<file path="src/rtl/sc_bus_pkg.sv">
package sc_bus_pkg;

    localparam int CARD_W      = 4;
    localparam int REG_W       = 5;
    localparam int DATA_W      = 16;
    localparam int BYTE_BITS   = 8;
    localparam int HDR_BYTES   = 2;
    localparam int FRAME_BYTES = HDR_BYTES + DATA_W / BYTE_BITS;
    localparam int FRAME_BITS  = FRAME_BYTES * BYTE_BITS;
    localparam int ACK_SLOT    = BYTE_BITS;

    typedef struct packed {
        logic              rd;
        logic [CARD_W-1:0] card;
        logic              bcast;
        logic [REG_W-1:0]  regad;
        logic [DATA_W-1:0] wdata;
    } cmd_t;

    typedef enum logic [1:0] {
        ST_OK       = 2'd0,
        ST_NACK     = 2'd1,
        ST_BCAST_RD = 2'd2
    } res_status_e;

    typedef enum logic [1:0] {
        S_IDLE,
        S_START,
        S_BITS,
        S_STOP
    } seq_state_e;

    // Header layout: byte 0 = {x, bcast, x, card[3:0], rd}, byte 1 = {x, x, x, reg[4:0]}
    function automatic logic [FRAME_BITS-1:0] pack_frame(input cmd_t c);
        logic [BYTE_BITS-1:0] hdr_cmd;
        logic [BYTE_BITS-1:0] hdr_reg;
        hdr_cmd      = '0;
        hdr_cmd[0]   = c.rd;
        hdr_cmd[4:1] = c.card;
        hdr_cmd[6]   = c.bcast;
        hdr_reg      = '0;
        hdr_reg[REG_W-1:0] = c.regad;
        return {c.wdata, hdr_reg, hdr_cmd};
    endfunction

endpackage

</file>
<file path="src/rtl/sc_bus_clkdiv.sv">
module sc_bus_clkdiv #(
    parameter int HALF_DIV = 12
) (
    input  logic clk,
    input  logic rst,
    input  logic en_i,
    output logic half_tick_o
);

    localparam int CW = (HALF_DIV > 1) ? $clog2(HALF_DIV) : 1;
    localparam logic [CW-1:0] LAST = CW'(HALF_DIV - 1);

    logic [CW-1:0] cnt;

    assign half_tick_o = en_i && (cnt == LAST);

    always_ff @(posedge clk) begin
        if (rst || !en_i) begin
            cnt <= '0;
        end else if (cnt == LAST) begin
            cnt <= '0;
        end else begin
            cnt <= cnt + CW'(1);
        end
    end

    generate
        if (HALF_DIV > 1) begin : g_gap_chk
            // half-period strobes never come back to back
            a_r11_tick_gap: assert property (@(posedge clk) disable iff (rst)
                half_tick_o |=> !half_tick_o);
        end
    endgenerate

endmodule

</file>
<file path="src/rtl/sc_frame_pack.sv">
module sc_frame_pack
    import sc_bus_pkg::*;
(
    input  cmd_t                  cmd_i,
    output logic [FRAME_BITS-1:0] frame_o,
    output logic [FRAME_BITS-1:0] drive_o
);

    assign frame_o = pack_frame(cmd_i);

    // Master drives every bit except the data bytes of a read
    generate
        for (genvar b = 0; b < FRAME_BYTES; b++) begin : g_byte
            if (b < HDR_BYTES) begin : g_hdr
                assign drive_o[b*BYTE_BITS +: BYTE_BITS] = '1;
            end else begin : g_dat
                assign drive_o[b*BYTE_BITS +: BYTE_BITS] = {BYTE_BITS{!cmd_i.rd}};
            end
        end
    endgenerate

endmodule

</file>
<file path="src/rtl/sc_bus_seq.sv">
module sc_bus_seq
    import sc_bus_pkg::*;
(
    input  logic                  clk,
    input  logic                  rst,
    input  logic                  half_tick_i,
    input  logic                  start_i,
    input  cmd_t                  cmd_i,
    input  logic [FRAME_BITS-1:0] frame_i,
    input  logic [FRAME_BITS-1:0] drive_i,
    input  logic                  sda_in_i,
    output logic                  busy_o,
    output logic                  scl_o,
    output logic                  sda_out_o,
    output logic                  done_o,
    output res_status_e           status_o,
    output logic [DATA_W-1:0]     rdata_o
);

    localparam logic [3:0] ACK_IDX   = 4'(ACK_SLOT);
    localparam logic [1:0] LAST_BYTE = 2'(FRAME_BYTES - 1);

    seq_state_e             state;
    logic                   phase;
    logic [3:0]             bitcnt;
    logic [1:0]             bytecnt;
    logic [FRAME_BITS-1:0]  frame_q;
    logic [FRAME_BITS-1:0]  drive_q;
    cmd_t                   cmd_q;
    logic [DATA_W-1:0]      rdata_q;
    logic                   nack_q;
    logic                   tick_end;
    logic                   ack_bad;

    assign busy_o   = (state != S_IDLE);
    assign tick_end = half_tick_i && phase;
    assign ack_bad  = sda_in_i && !(cmd_q.bcast && !cmd_q.rd);

    always_comb begin
        unique case (state)
            S_IDLE: begin
                scl_o     = 1'b1;
                sda_out_o = 1'b1;
            end
            S_START: begin
                scl_o     = 1'b1;
                sda_out_o = 1'b0;
            end
            S_BITS: begin
                scl_o = phase;
                if (bitcnt == ACK_IDX) begin
                    sda_out_o = 1'b1;
                end else begin
                    sda_out_o = drive_q[0] ? frame_q[0] : 1'b1;
                end
            end
            default: begin
                scl_o     = phase;
                sda_out_o = 1'b0;
            end
        endcase
    end

    always_ff @(posedge clk) begin
        if (rst) begin
            state    <= S_IDLE;
            phase    <= 1'b0;
            bitcnt   <= '0;
            bytecnt  <= '0;
            frame_q  <= '0;
            drive_q  <= '0;
            cmd_q    <= '0;
            rdata_q  <= '0;
            nack_q   <= 1'b0;
            done_o   <= 1'b0;
            status_o <= ST_OK;
            rdata_o  <= '0;
        end else begin
            done_o <= 1'b0;
            if (state != S_IDLE && half_tick_i) begin
                phase <= ~phase;
            end
            unique case (state)
                S_IDLE: begin
                    if (start_i) begin
                        if (cmd_i.rd && cmd_i.bcast) begin
                            done_o   <= 1'b1;
                            status_o <= ST_BCAST_RD;
                            rdata_o  <= '0;
                        end else begin
                            state   <= S_START;
                            cmd_q   <= cmd_i;
                            frame_q <= frame_i;
                            drive_q <= drive_i;
                            rdata_q <= '0;
                            nack_q  <= 1'b0;
                            phase   <= 1'b0;
                            bitcnt  <= '0;
                            bytecnt <= '0;
                        end
                    end
                end
                S_START: begin
                    if (tick_end) begin
                        state <= S_BITS;
                    end
                end
                S_BITS: begin
                    if (tick_end) begin
                        if (bitcnt == ACK_IDX) begin
                            if (ack_bad) begin
                                nack_q <= 1'b1;
                                state  <= S_STOP;
                            end else if (bytecnt == LAST_BYTE) begin
                                state <= S_STOP;
                            end else begin
                                bytecnt <= bytecnt + 2'd1;
                                bitcnt  <= '0;
                            end
                        end else begin
                            frame_q <= frame_q >> 1;
                            drive_q <= drive_q >> 1;
                            if (!drive_q[0]) begin
                                rdata_q <= {sda_in_i, rdata_q[DATA_W-1:1]};
                            end
                            bitcnt <= bitcnt + 4'd1;
                        end
                    end
                end
                default: begin
                    if (tick_end) begin
                        state    <= S_IDLE;
                        done_o   <= 1'b1;
                        status_o <= nack_q ? ST_NACK : ST_OK;
                        rdata_o  <= (nack_q || !cmd_q.rd) ? '0 : rdata_q;
                    end
                end
            endcase
        end
    end

    // bit slot index stays within a byte plus its acknowledge
    a_r2_slot_range: assert property (@(posedge clk) disable iff (rst)
        bitcnt <= ACK_IDX);

    // the bus clock only moves on a divider strobe
    a_r11_scl_on_tick: assert property (@(posedge clk) disable iff (rst)
        !$stable(scl_o) |-> $past(half_tick_i));

    // a refused acknowledge leads straight into the stop condition
    a_r7_nack_to_stop: assert property (@(posedge clk) disable iff (rst)
        (state == S_BITS && tick_end && bitcnt == ACK_IDX && ack_bad)
        |=> (state == S_STOP));

    // broadcast read is answered without leaving idle
    a_r9_bcast_rd_idle: assert property (@(posedge clk) disable iff (rst)
        (state == S_IDLE && start_i && cmd_i.rd && cmd_i.bcast)
        |=> (state == S_IDLE && done_o && status_o == ST_BCAST_RD));

    // a start pulse during a frame leaves the latched command alone
    a_r10_busy_ignores_start: assert property (@(posedge clk) disable iff (rst)
        (state != S_IDLE && start_i) |=> $stable(cmd_q));

    // done lasts exactly one cycle
    a_r12_done_single: assert property (@(posedge clk) disable iff (rst)
        done_o |=> !done_o);

endmodule

</file>
<file path="src/rtl/sc_bus_master.sv">
module sc_bus_master
    import sc_bus_pkg::*;
#(
    parameter int HALF_DIV = 12
) (
    input  logic              clk,
    input  logic              rst,
    input  logic              cmd_start,
    input  logic              cmd_read,
    input  logic [CARD_W-1:0] cmd_card,
    input  logic              cmd_bcast,
    input  logic [REG_W-1:0]  cmd_reg,
    input  logic [DATA_W-1:0] cmd_wdata,
    output logic              busy,
    output logic              done,
    output logic [1:0]        res_status,
    output logic [DATA_W-1:0] res_rdata,
    output logic              scl,
    output logic              sda_out,
    input  logic              sda_in
);

    cmd_t                  cmd;
    logic [FRAME_BITS-1:0] frame;
    logic [FRAME_BITS-1:0] drive;
    logic                  half_tick;
    res_status_e           status;

    assign cmd.rd    = cmd_read;
    assign cmd.card  = cmd_card;
    assign cmd.bcast = cmd_bcast;
    assign cmd.regad = cmd_reg;
    assign cmd.wdata = cmd_wdata;
    assign res_status = status;

    sc_bus_clkdiv #(.HALF_DIV(HALF_DIV)) u_div (
        .clk         (clk),
        .rst         (rst),
        .en_i        (busy),
        .half_tick_o (half_tick)
    );

    sc_frame_pack u_pack (
        .cmd_i   (cmd),
        .frame_o (frame),
        .drive_o (drive)
    );

    sc_bus_seq u_seq (
        .clk         (clk),
        .rst         (rst),
        .half_tick_i (half_tick),
        .start_i     (cmd_start),
        .cmd_i       (cmd),
        .frame_i     (frame),
        .drive_i     (drive),
        .sda_in_i    (sda_in),
        .busy_o      (busy),
        .scl_o       (scl),
        .sda_out_o   (sda_out),
        .done_o      (done),
        .status_o    (status),
        .rdata_o     (res_rdata)
    );

endmodule

</file>
<file path="config.mk">
export PLATFORM = sky130hd
export DESIGN_NAME = sc_bus_master
export DESIGN_NICKNAME = d
export VERILOG_FILES = /design/src/rtl/sc_bus_pkg.sv /design/src/rtl/sc_bus_clkdiv.sv /design/src/rtl/sc_frame_pack.sv /design/src/rtl/sc_bus_seq.sv /design/src/rtl/sc_bus_master.sv
export SDC_FILE = /design/constraint.sdc
export NUM_CORES = 1
export LEC_CHECK = 0
export BUFFER_PORTS_ARGS = -buffer_cell sky130_fd_sc_hd__clkbuf_2
export CAP_MARGIN = 20
export CORE_UTILIZATION = 44
export CTS_CLUSTER_DIAMETER = 200
export CTS_CLUSTER_SIZE = 12
export DETAILED_ROUTE_END_ITERATION = 16
export PLACE_DENSITY = 0.71
export SLEW_MARGIN = 5
export SYNTH_ARGS = -nofsm -noshare
export SYNTH_HDL_FRONTEND = slang
export SYNTH_SLANG_ARGS = --single-unit
</file>
<file path="constraint.sdc">
create_clock -name clk -period 1.95 [get_ports clk]
set_clock_uncertainty 0.05 [all_clocks]
set_input_delay 0.39 -clock clk [delete_from_list [all_inputs] [get_ports clk]]
set_output_delay 0.39 -clock clk [all_outputs]
set_load 0.02 [all_outputs]
</file>
==> load_flow_metrics.sql, run 1 <==
INSERT INTO impl_metrics (metric_group, metric, value, unit) VALUES
('run_status', 'result_of_the_run', 'finished, violations left', ''),
('run_status', 'failed_checks', 'setup timing', ''),
('yosys', 'asyncSetResetFlopFracSynth', '0', '%'),
('yosys', 'number_of_enable_flip_flop_cells_after_synthesis', '0', ''),
('yosys', 'synth.net_count', '574', ''),
('die', 'floorplan.rows', '37', ''),
('routing', 'drt-initial-drc-count', '235', ''),
('die', 'floorplan.die.height', '106.9', 'µm'),
('timing', 'postLayoutSetupSlackWorst', '-0.2050', 'ns'),
('placed_design', 'place.gp.congestion', '0.8040', ''),
('yosys', 'yosys_warnings', '0', ''),
('die', 'dieArea', '0.01143', 'mm²'),
('setup_path', 'worstPathArrival', '1.71', 'ns'),
('routing', 'routed_len_inst', '17.09', 'µm'),
('die', 'core_region_area', '0.01051', 'mm²'),
('placed_design', 'dp.final_hpwl', '6418', 'µm'),
('cts', 'clock_latency', '0.53', 'ns'),
('setup_path', 'timing.critical_path.max_delay_family', 'simple AND/OR/NAND/NOR gates', ''),
('cells_and_area', 'layout.cells.non_filler', '776', ''),
('global_route', 'first_global_vias', '4039', ''),
('timing', 'timing.final.crit_share', '110.5', '%'),
('global_route', 'grt_antenna_before_repair', '0', ''),
('power_and_ir_drop', 'total_power', '10.07', 'mW'),
('setup_path', 'critical_path.n_buffers_inverters', '2', ''),
('cts', 'number_of_h_tree_levels', '4', ''),
('cts', 'root_buffer', 'sky130_fd_sc_hd__clkbuf_8', ''),
('power_and_ir_drop', 'power_leakage', '2.596', 'nW'),
('yosys', 'most_common_flop_cell_mapped_by_yosys', 'sky130_fd_sc_hd__dfxtp_1', ''),
('timing', 'rsz_0062_raised_after_global_routing', 'true', ''),
('cts', 'cts.hold.buffers_added', '0', ''),
('placed_design', 'place.port_buffers', '52', ''),
('global_route', 'total_global_route_track_usage', '20.88', '%'),
('setup_path', 'critPathRequiredTime', '1.51', 'ns'),
('cells_and_area', 'antenna_fix_cells', '0', ''),
('routing', 'wirelength', '13260', 'µm'),
('routing', 'detail-route-antenna-nets', '0', ''),
('setup_path', 'cp_cell_sequence', 'buf_4, ha_2, or3_4, buf_8', ''),
('yosys', 'ys_ff_latch', '115', ''),
('cts', 'numClockSinks', '115', ''),
('global_route', 'grt_pass1_wl', '18780', 'µm'),
('yosys', 'distinct_cell_type_count_of_the_synthesized_netlist', '47', ''),
('job', 'max_cap_violations', '0', ''),
('yosys', 'avgSynthCellArea', '9.051', 'µm²'),
('yosys', 'fraction_of_the_yosys_area_taken_by_sequential_cells', '47.55', '%'),
('global_route', 'grt_start_max_net_pins', '60', ''),
('setup_path', 'worst-setup-path-type', 'reg2out', ''),
('setup_path', 'cp-start-kind', 'register', ''),
('timing', 'timing.final.setup_violations', '104', ''),
('routing', 'drt_drc_violations_left', '0', ''),
('timing', 'slew_headroom', '48.86', '%'),
('timing', 'report.final.hold_viol_count', '0', ''),
('routing', 'number_of_vias_after_detailed_routing', '4370', ''),
('placed_design', 'placement.cell_area', '0.005276', 'mm²'),
('cts', 'clkSlewWorstSetupHoldPaths', '0.06', 'ns'),
('routing', 'detailedRoute.firstPassIterationCount', '5', ''),
('power_and_ir_drop', 'highest_ir_drop_seen_on_vdd', '0.0009828', 'V'),
('worst_hold_path', 'holdCritPathClass', 'in2reg', ''),
('timing', 'finalMaxSlewViolations', '0', ''),
('cells_and_area', 'syn2layout_area_growth', '41.21', '%'),
('setup_path', 'critical_path.max_stage_delay', '0.39', 'ns'),
('cts', 'tritoncts', 'yes', ''),
('placed_design', 'numPlacedInstances', '704', ''),
('die', 'initial_core_utilization', '46.08', '%'),
('yosys', 'syn_area', '0.004842', 'mm²'),
('global_route', 'grt_remaining_overflow', '0', ''),
('routing', 'vias_per_cell', '5.631', ''),
('setup_path', 'crit_slowest_cell', 'sky130_fd_sc_hd__or3_4', ''),
('cts', 'clockBufferDepth', '2', ''),
('yosys', 'netlist_instances', '535', ''),
('cells_and_area', 'nNetsFinal', '666', ''),
('setup_path', 'critPathCaptureType', 'output pin', ''),
('cells_and_area', 'final_layout_size_suffix_gt1_share', '36.09', '%'),
('timing', 'max_clock_freq', '0.4640', 'GHz'),
('power_and_ir_drop', 'power-per-cell-area', '1473', 'mW/mm²'),
('die', 'dieWidth', '106.9', 'µm'),
('timing', 'tightest_slew', '0.7671', 'ns'),
('setup_path', 'critPathMaxFanout', '3', ''),
('die', 'floorplan.io_pins', '53', ''),
('cts', 'cts_inserted_buffers', '17', ''),
('cells_and_area', 'final_design_area_no_fill', '0.006838', 'mm²'),
('timing', 'layout_min_cycle_time', '2.155', 'ns');
## where the power goes
group / leakage, nW / internal, mW / switching (mW)
sequential: 0.942 / 2.78 / 0.259
clock: 0.290 / 2.10 / 1.10
combinational: 1.36 / 1.84 / 1.99
## stage by stage
| step | hold WS [ns] | util, % | setup WS [ns] | setup TNS [ns] |
|---|---|---|---|---|
| after CTS | 0.05942 | 58.78 | -0.2182 | -0.2342 |
| after floorplan | 0.3679 | - | 0.003566 | 0 |
| after global placement | 0.3801 | 50.21 | 0.03776 | 0 |
| final | 0.09646 | 65.07 | -0.2050 | -11.95 |
| after detailed placement | 0.4016 | 50.21 | -0.05829 | -0.6976 |
| after global routing | 0.09501 | 65.07 | -0.2482 | -17.63 |
## registers in the layout (all words and copies together) (netlist names), 4 cells and up
name           cells
u_seq.rdata_q     16
u_seq.bitcnt       4
u_div.cnt          4
u_seq.drive_q     32
u_seq.rdata_o     16
u_seq.frame_q     32
## worst min-delay path: stages
cell and delay, ns:
sky130_fd_sc_hd__clkbuf_2 0.09, sky130_fd_sc_hd__nand3b_1 0.07, sky130_fd_sc_hd__a21oi_1 0.07
## layer usage
layer	global-route usage, %	vias to the layer above	part of all wire, %
li1	-	2092	-
met1	24.33	2117	41
met2	34.61	135	52
met3	6.018	26	4.1
met4	11.06	0	2.6
met5	0	-	0
## layout make-up
class                   instances  area [µm²]
clock buffers                  19       431.7
clock inverters                13       182.7
fillers                       762        3671
inverters                      25       93.84
multi-input cells             351        2572
flip-flops and latches        115        2307
well taps                     136       170.2
repair buffers                117        1080
## path summary, 6_finish.rpt
| check | slack, ns | endpoint | depth (start not counted) | start |
|---|---|---|---|---|
| min reg2reg | 0.42 | u_seq.frame_q[13]$_SDFFE_PP0P_ | 2 | u_seq.frame_q[13]$_SDFFE_PP0P_ |
| max reg2reg | -0.19 | u_seq.frame_q[9]$_SDFFE_PP0P_ | 12 | u_seq.state[0]$_SDFFE_PP0P_ |
| min | 0.1 | u_seq.frame_q[31]$_SDFFE_PP0P_ | 3 | cmd_wdata[15] |
| max | -0.20 | scl | 4 | u_seq.state[0]$_SDFFE_PP0P_ |
## placed cells by master, fill, tap and decap left out, drive strengths merged, types with 3 or more instances in the layout
| cell | count |
|---|---|
| dfxtp | 115 |
| nor2 | 76 |
| clkbuf | 75 |
| buf | 61 |
| nand2 | 45 |
| a211oi | 40 |
| a21oi | 35 |
| mux2i | 29 |
| inv | 26 |
| nand3 | 22 |
| a311oi | 17 |
| a22o | 16 |
| a31oi | 15 |
| ha | 8 |
| nand2b | 6 |
| nor3 | 6 |
| bufinv | 4 |
| clkinvlp | 4 |
| and2 | 4 |
| clkinv | 4 |
| xor2 | 3 |
| nand3b | 3 |
| or3 | 3 |
## cell families (layout without fill, tap and decap cells)
group	after synthesis	in the layout	synth area share, %
and+or+nand+nor	173	174	16.62
AOI/OAI and AO/OA	136	136	19.90
DFF	115	115	47.55
buffers and inverters	70	174	7.157
muxes	29	29	5.995
adders and majority gates	8	8	2.067
xor gates and xnor gates	4	4	0.7236
## Yosys cell counts, drive strengths merged, types with 8 or more instances
master | n | area, µm²
clkbuf | 17 | 63.81
ha | 8 | 100.1
a21oi | 35 | 175.2
mux2i | 29 | 290.3
dfxtp | 115 | 2302
nand2 | 45 | 171.4
inv | 25 | 93.84
nor2 | 76 | 287.8
a22o | 16 | 140.1
a211oi | 40 | 300.3
a31oi | 15 | 93.84
buf | 28 | 188.9
a311oi | 17 | 148.9
nand3 | 22 | 110.1
## timing repair
item                                    CTS  global route
cloned                                    3            10
resized for setup                        26            82
pin swaps                                 7            45
endpoints found under the setup margin   51            95
buffers inserted                         13            15
Note: power is estimated with default switching activity, not from simulation.
==> inputs of run 2 (changes only) <==
--- a/config.mk
+++ b/config.mk
@@ -12,6 +12,7 @@
 export CTS_CLUSTER_SIZE = 12
 export DETAILED_ROUTE_END_ITERATION = 16
 export PLACE_DENSITY = 0.71
+export SETUP_SLACK_MARGIN = 0.05
 export SLEW_MARGIN = 5
 export SYNTH_ARGS = -nofsm -noshare
 export SYNTH_HDL_FRONTEND = slang
==> run 2 against run 1 <==
The flow still finishes with violations (setup timing). Critical endpoint is now u_seq.frame_q[6]$_SDFFE_PP0P_. Maximum frequency down 4.8%. Cell count rose by 4.4%. Sequential power grew 5%. Clock power rose by 18%. Setup slack worse by 0.11 ns. Combinational power increased by 64%. First-iteration DRC count grew 41%. Via count up 11%. Register-to-register slack worse by 0.12 ns. Power rose by 32%. Largest cell class unchanged.
==> load_flow_metrics.sql, run 2 (same netlist as run 1, synthesis figures left out) <==
INSERT INTO impl_metrics (metric_group, metric, value, unit) VALUES
('cts', 'tritoncts', 'yes', ''),
('timing', 'final.hold.worst_slack', '0.08528', 'ns'),
('die', 'core_region_area', '0.01051', 'mm²'),
('setup_path', 'worst-setup-path-type', 'reg2reg', ''),
('cts', 'clock_latency', '0.55', 'ns'),
('cells_and_area', 'footprint_of_the_multi_input_gates', '0.003014', 'mm²'),
('cells_and_area', 'final_util', '76.63', '%'),
('die', 'dieArea', '0.01143', 'mm²'),
('placed_design', 'dp.final_hpwl', '6532', 'µm'),
('power_and_ir_drop', 'total_power', '13.26', 'mW'),
('placed_design', 'place.port_buffers', '52', ''),
('power_and_ir_drop', 'p_switching', '4.610', 'mW'),
('cells_and_area', 'layout.cells.most_common', 'sky130_fd_sc_hd__dfxtp_1', ''),
('power_and_ir_drop', 'highest_ir_drop_seen_on_vdd', '0.001416', 'V'),
('power_and_ir_drop', 'combPwrFrac', '47.4', '%'),
('timing', 'tightest_slew', '0.7110', 'ns'),
('worst_hold_path', 'holdCritPathClass', 'in2reg', ''),
('placed_design', 'numPlacedInstances', '711', ''),
('die', 'floorplan.die.height', '106.9', 'µm'),
('global_route', 'grt_antenna_before_repair', '0', ''),
('cells_and_area', 'final_layout_size_suffix_gt1_share', '49.41', '%'),
('run_status', 'failed_checks', 'setup timing', ''),
('routing', 'detailedRoute.firstPassIterationCount', '5', ''),
('cells_and_area', 'antenna_fix_cells', '0', ''),
('cts', 'clockBufferDepth', '2', ''),
('routing', 'vias_per_cell', '6.012', ''),
('routing', 'detail-route-antenna-nets', '0', ''),
('timing', 'postLayoutSetupSlackWorst', '-0.3132', 'ns'),
('timing', 'timing.final.setup_violations', '87', ''),
('die', 'floorplan.io_pins', '53', ''),
('cells_and_area', 'layout.filler_cells', '544', ''),
('cells_and_area', 'layout.cells.non_filler', '810', ''),
('routing', 'routed_len_inst', '22.66', 'µm'),
('routing', 'number_of_vias_after_detailed_routing', '4870', ''),
('cts', 'numClockSinks', '115', ''),
('routing', 'wirelength', '18360', 'µm'),
('run_status', 'result_of_the_run', 'finished, violations left', ''),
('die', 'floorplan.rows', '37', ''),
('timing', 'max_clock_freq', '0.4419', 'GHz'),
('global_route', 'grt_start_max_net_pins', '41', ''),
('power_and_ir_drop', 'share_seq_of_total_power', '24.1', '%'),
('power_and_ir_drop', 'cellInternalPower', '8.646', 'mW'),
('timing', 'finalMaxSlewViolations', '0', ''),
('power_and_ir_drop', 'pwr-share-clk', '28.5', '%'),
('routing', 'drt_drc_violations_left', '0', ''),
('global_route', 'first_global_vias', '4806', ''),
('routing', 'drt-initial-drc-count', '332', ''),
('timing', 'layout_min_cycle_time', '2.263', 'ns'),
('cells_and_area', 'nNetsFinal', '700', ''),
('timing', 'slew_headroom', '52.60', '%'),
('cts', 'cts_inserted_buffers', '17', ''),
('cells_and_area', 'syn2layout_area_growth', '66.30', '%'),
('global_route', 'total_global_route_track_usage', '28.79', '%'),
('job', 'max_cap_violations', '0', ''),
('cells_and_area', 'layout_top_registers', 'u_seq.drive_q: 32 flops, u_seq.frame_q: 32 flops', ''),
('cts', 'number_of_h_tree_levels', '4', ''),
('power_and_ir_drop', 'power_leakage', '3.070', 'nW'),
('setup_path', 'worstPathArrival', '2.64', 'ns'),
('global_route', 'grt_pass1_wl', '24750', 'µm'),
('global_route', 'grt_remaining_overflow', '0', ''),
('timing', 'timing.final.crit_share', '116.1', '%'),
('setup_path', 'critPathCaptureType', 'register', ''),
('setup_path', 'critPathMaxFanout', '6', ''),
('setup_path', 'cp-start-kind', 'register', ''),
('timing', 'rsz_0062_raised_after_global_routing', 'true', ''),
('cells_and_area', 'area.sequential', '0.002307', 'mm²'),
('placed_design', 'place.gp.congestion', '0.7717', ''),
('die', 'initial_core_utilization', '46.08', '%'),
('power_and_ir_drop', 'power.switching_fraction', '34.78', '%'),
('timing', 'report.final.hold_viol_count', '0', ''),
('timing', 'final_sum_of_negative_setup_slack', '-14.19', 'ns'),
('cells_and_area', 'most-common-layout-cells', 'sky130_fd_sc_hd__dfxtp_1, sky130_fd_sc_hd__clkbuf_2, sky130_fd_sc_hd__nand2_1', ''),
('die', 'dieWidth', '106.9', 'µm'),
('cts', 'clkSlewWorstSetupHoldPaths', '0.07', 'ns'),
('setup_path', 'critPathRequiredTime', '2.33', 'ns'),
('power_and_ir_drop', 'power-per-cell-area', '1646', 'mW/mm²'),
('cts', 'root_buffer', 'sky130_fd_sc_hd__clkbuf_8', '');
-- run 2: cell count changes in the layout (fill, tap and decap cells not counted), sizes merged, moves of 2 or more --
| cell | before | now |
|---|---|---|
| bufinv | 4 | 7 |
| bufbuf | 0 | 2 |
| clkinv | 4 | 1 |
| clkinvlp | 4 | 2 |
| buf | 61 | 94 |
-- run 2: cell type report --
cell class | instances | area share [%]
Clock buffer | 20 | 5.656
Timing Repair Buffer | 150 | 21.85
Sequential cell | 115 | 28.65
Multi-Input combinational cell | 352 | 37.43
Inverter | 25 | 1.227
Clock inverter | 12 | 3.076
Tap cell | 136 | 2.113
-- run 2: worst max-delay path, stage by stage (launching register included) --
cell                       delay [ns]
sky130_fd_sc_hd__dfxtp_2         0.37
sky130_fd_sc_hd__inv_4           0.06
sky130_fd_sc_hd__ha_4            0.16
sky130_fd_sc_hd__buf_6           0.13
sky130_fd_sc_hd__nor2b_4         0.16
sky130_fd_sc_hd__nand3_2         0.15
sky130_fd_sc_hd__a21oi_4         0.23
sky130_fd_sc_hd__buf_12          0.14
sky130_fd_sc_hd__buf_12          0.10
sky130_fd_sc_hd__buf_12          0.10
sky130_fd_sc_hd__buf_16          0.12
sky130_fd_sc_hd__nor2_2          0.05
sky130_fd_sc_hd__a211oi_2        0.31
-- run 2: stage by stage --
| step | setup WS [ns] | cell area (µm²) |
|---|---|---|
| floorplan | 0.06448 | 4851 |
| global placement | 0.001626 | 5344 |
| detailed placement | -0.1009 | 5344 |
| CTS | -0.2234 | 7548 |
| global route | -0.3607 | 8053 |
| finish | -0.3132 | 8053 |
-- run 2: final timing paths --
check	to	start	depth (start not counted)	slack (ns)
worst min-delay path	u_seq.frame_q[31]$_SDFFE_PP0P_	cmd_wdata[15]	3	0.09
worst max-delay path	u_seq.frame_q[6]$_SDFFE_PP0P_	u_seq.state[0]$_SDFFE_PP0P_	12	-0.31
worst max register to register	u_seq.frame_q[6]$_SDFFE_PP0P_	u_seq.state[0]$_SDFFE_PP0P_	12	-0.31
worst min register to register	u_seq.frame_q[31]$_SDFFE_PP0P_	u_seq.frame_q[31]$_SDFFE_PP0P_	2	0.42
-- run 2: metal layers --
metal / vias up / GRT usage, % / routed length (µm)
li1: 2153 / - / -
met1: 2405 / 30.88 / 6806
met2: 232 / 51.38 / 9524
met3: 80 / 6.505 / 1035
met4: 0 / 17.22 / 989
met5: - / 0 / 0
-- run 2: power by group through the flow --
stage          clock [mW]  sequential, mW  combinational (mW)
2_1_floorplan           0            3.00                1.80
3_3_place_gp            0            3.02                2.31
3_5_place_dp            0            3.04                2.39
4_1_cts              3.72            3.07                5.12
5_1_grt              3.89            3.21                6.51
6_report             3.78            3.20                6.28
-- run 2: timing repair --
item,in CTS,in global routing
hold buffers,0,0
cloned,19,6
endpoints found under the setup margin,101,106
pin swaps,52,42
resized for setup,181,81
setup buffers,30,21
==> inputs of run 3 (changes only) <==
--- a/config.mk
+++ b/config.mk
@@ -7,11 +7,11 @@
 export LEC_CHECK = 0
 export BUFFER_PORTS_ARGS = -buffer_cell sky130_fd_sc_hd__clkbuf_2
 export CAP_MARGIN = 20
-export CORE_UTILIZATION = 44
+export CORE_UTILIZATION = 52
 export CTS_CLUSTER_DIAMETER = 200
 export CTS_CLUSTER_SIZE = 12
 export DETAILED_ROUTE_END_ITERATION = 16
-export PLACE_DENSITY = 0.71
+export PLACE_DENSITY = 0.81
 export SETUP_SLACK_MARGIN = 0.05
 export SLEW_MARGIN = 5
 export SYNTH_ARGS = -nofsm -noshare
==> run 3 against run 2 <==
The run ends with DRC, setup timing left. Non-clock buffer count decreased by 19. Die area decreased by 15%. Cell count decreased by 5.8%. Power decreased by 20%. Critical path type is now reg2out.
==> load_flow_metrics.sql, run 3 (same netlist as run 1, synthesis figures left out) <==
INSERT INTO impl_metrics (metric_group, metric, value, unit) VALUES
('run_status', 'result_of_the_run', 'finished, violations left', ''),
('run_status', 'failed_checks', 'DRC, setup timing', ''),
('cells_and_area', 'layout.cells.most_common', 'sky130_fd_sc_hd__dfxtp_1', ''),
('die', 'initial_core_utilization', '54.72', '%'),
('cells_and_area', 'layout.filler_cells', '511', ''),
('timing', 'timing.final.setup_violations', '84', ''),
('die', 'floorplan.rows', '34', ''),
('global_route', 'total_global_route_track_usage', '25.43', '%'),
('routing', 'drt-initial-drc-count', '305', ''),
('placed_design', 'place.gp.congestion', '0.8018', ''),
('setup_path', 'cp_cell_sequence', 'inv_2, buf_6, ha_4, or3_4, buf_8', ''),
('setup_path', 'critPathMaxFanout', '2', ''),
('cells_and_area', 'syn2layout_area_growth', '43.10', '%'),
('timing', 'rsz_0062_raised_after_global_routing', 'true', ''),
('timing', 'final.hold.worst_slack', '0.07800', 'ns'),
('timing', 'layout_min_cycle_time', '2.176', 'ns'),
('die', 'floorplan.io_pins', '53', ''),
('power_and_ir_drop', 'total_power', '10.60', 'mW'),
('power_and_ir_drop', 'highest_ir_drop_seen_on_vdd', '0.0009455', 'V'),
('cts', 'clkSlewWorstSetupHoldPaths', '0.06', 'ns'),
('setup_path', 'critPathCaptureType', 'output pin', ''),
('placed_design', 'dp.final_hpwl', '6557', 'µm'),
('routing', 'routed_len_inst', '19.86', 'µm'),
('cts', 'root_buffer', 'sky130_fd_sc_hd__clkbuf_8', ''),
('timing', 'postLayoutSetupSlackWorst', '-0.2260', 'ns'),
('cts', 'cts.hold.buffers_added', '0', ''),
('global_route', 'grt_antenna_before_repair', '0', ''),
('routing', 'vias_per_cell', '6.145', ''),
('timing', 'slew_headroom', '72.33', '%'),
('setup_path', 'cp-start-kind', 'register', ''),
('cells_and_area', 'final_layout_size_suffix_gt1_share', '34.66', '%'),
('timing', 'tightest_slew', '0.4107', 'ns'),
('global_route', 'grt_remaining_overflow', '0', ''),
('timing', 'max_clock_freq', '0.4596', 'GHz'),
('routing', 'wirelength', '15150', 'µm'),
('timing', 'final_sum_of_negative_setup_slack', '-8.656', 'ns'),
('timing', 'timing.final.crit_share', '111.6', '%'),
('cells_and_area', 'final_util', '78.31', '%'),
('global_route', 'grt_start_max_net_pins', '54', ''),
('cts', 'numClockSinks', '115', ''),
('placed_design', 'preCtsSetupSlack', '-0.1391', 'ns'),
('global_route', 'first_global_vias', '4123', ''),
('cells_and_area', 'most-common-layout-cells', 'sky130_fd_sc_hd__dfxtp_1, sky130_fd_sc_hd__nor2_1, sky130_fd_sc_hd__clkbuf_2', ''),
('global_route', 'grt_pass1_wl', '19440', 'µm'),
('timing', 'finalMaxSlewViolations', '0', ''),
('placed_design', 'place.port_buffers', '52', ''),
('setup_path', 'crit_slowest_cell', 'sky130_fd_sc_hd__or3_4', ''),
('die', 'dieWidth', '98.50', 'µm'),
('cells_and_area', 'antenna_fix_cells', '0', ''),
('cts', 'tritoncts', 'yes', ''),
('routing', 'number_of_vias_after_detailed_routing', '4689', ''),
('routing', 'detailedRoute.firstPassIterationCount', '14', ''),
('worst_hold_path', 'holdCritPathClass', 'in2reg', ''),
('cells_and_area', 'nNetsFinal', '681', ''),
('cts', 'clockBufferDepth', '2', ''),
('setup_path', 'critPathRequiredTime', '1.51', 'ns'),
('timing', 'report.final.hold_viol_count', '0', ''),
('setup_path', 'critical_path.n_buffers_inverters', '3', ''),
('die', 'dieArea', '0.009701', 'mm²'),
('die', 'core_region_area', '0.008848', 'mm²'),
('routing', 'detail-route-antenna-nets', '0', ''),
('die', 'floorplan.die.height', '98.50', 'µm'),
('cts', 'cts_inserted_buffers', '17', ''),
('power_and_ir_drop', 'power_leakage', '2.755', 'nW'),
('setup_path', 'critical_path.max_stage_delay', '0.40', 'ns'),
('setup_path', 'worst-setup-path-type', 'reg2out', ''),
('setup_path', 'timing.critical_path.max_delay_family', 'simple AND/OR/NAND/NOR gates', ''),
('job', 'max_cap_violations', '0', ''),
('setup_path', 'worstPathArrival', '1.74', 'ns'),
('cells_and_area', 'layout_top_registers', 'u_seq.drive_q: 32 flops, u_seq.frame_q: 32 flops', ''),
('cts', 'number_of_h_tree_levels', '4', ''),
('power_and_ir_drop', 'power-per-cell-area', '1530', 'mW/mm²'),
('routing', 'drt_drc_violations_left', '2', ''),
('cts', 'clock_latency', '0.54', 'ns');
==> run 3: path summary, 6_finish.rpt <==
kind                                                    start                             end  slack (ns)  cells past startpoint
worst max-delay path              u_seq.state[1]$_SDFFE_PP0P_                             scl       -0.23                      5
worst min-delay path                            cmd_wdata[15]  u_seq.frame_q[31]$_SDFFE_PP0P_        0.08                      3
worst max register to register    u_seq.state[0]$_SDFFE_PP0P_  u_seq.drive_q[26]$_SDFFE_PP0P_       -0.21                     10
worst min register to register  u_seq.rdata_o[6]$_SDFFE_PP0P_   u_seq.rdata_o[6]$_SDFFE_PP0P_        0.43                      1
==> run 3: worst min-delay path: cells and delay by family <==
family / cells / cell delay [ns]
AOI/OAI and AO/OA: 1 / 0.05
buffers and inverters: 1 / 0.09
and+or+nand+nor: 1 / 0.09
==> run 3: repair_timing <==
action	4_1_cts	5_1_grt
endpoints found under the setup margin	84	103
pin swaps	8	74
setup buffers	16	17
gates cloned	3	18
resized for setup	35	66
==> run 3: cell type report <==
| class | instances | area, µm² | share of cell area, % |
|---|---|---|---|
| Timing Repair Buffer | 131 | 1280 | 18.47 |
| Inverter | 25 | 98.84 | 1.427 |
| Clock inverter | 7 | 118.9 | 1.715 |
| Sequential cell | 115 | 2307 | 33.30 |
| Tap cell | 108 | 135.1 | 1.950 |
| Multi-Input combinational cell | 352 | 2485 | 35.86 |
| Clock buffer | 25 | 504.2 | 7.277 |
==> run 3: per-stage QoR <==
step                std cells  area [µm²]
floorplan                 535        4851
global placement          678        5259
detailed placement        678        5259
CTS                       729        6221
global route              763        6929
finish                    763        6929
==> run 3: per-layer routing <==
| metal | GRT usage (%) | vias up | wire length [µm] |
|---|---|---|---|
| met5 | 0 | - | 0 |
| li1 | - | 2116 | - |
| met4 | 12.40 | 0 | 498 |
| met2 | 45.77 | 229 | 8003 |
| met1 | 28.18 | 2294 | 5720 |
| met3 | 6.028 | 50 | 929 |
==> run 3: power breakdown <==
part           switching [mW]  total, mW  internal (mW)  leakage (nW)
clock                    1.13       3.28           2.15         0.301
sequential              0.271       3.05           2.78         0.942
combinational            2.11       4.26           2.16          1.51
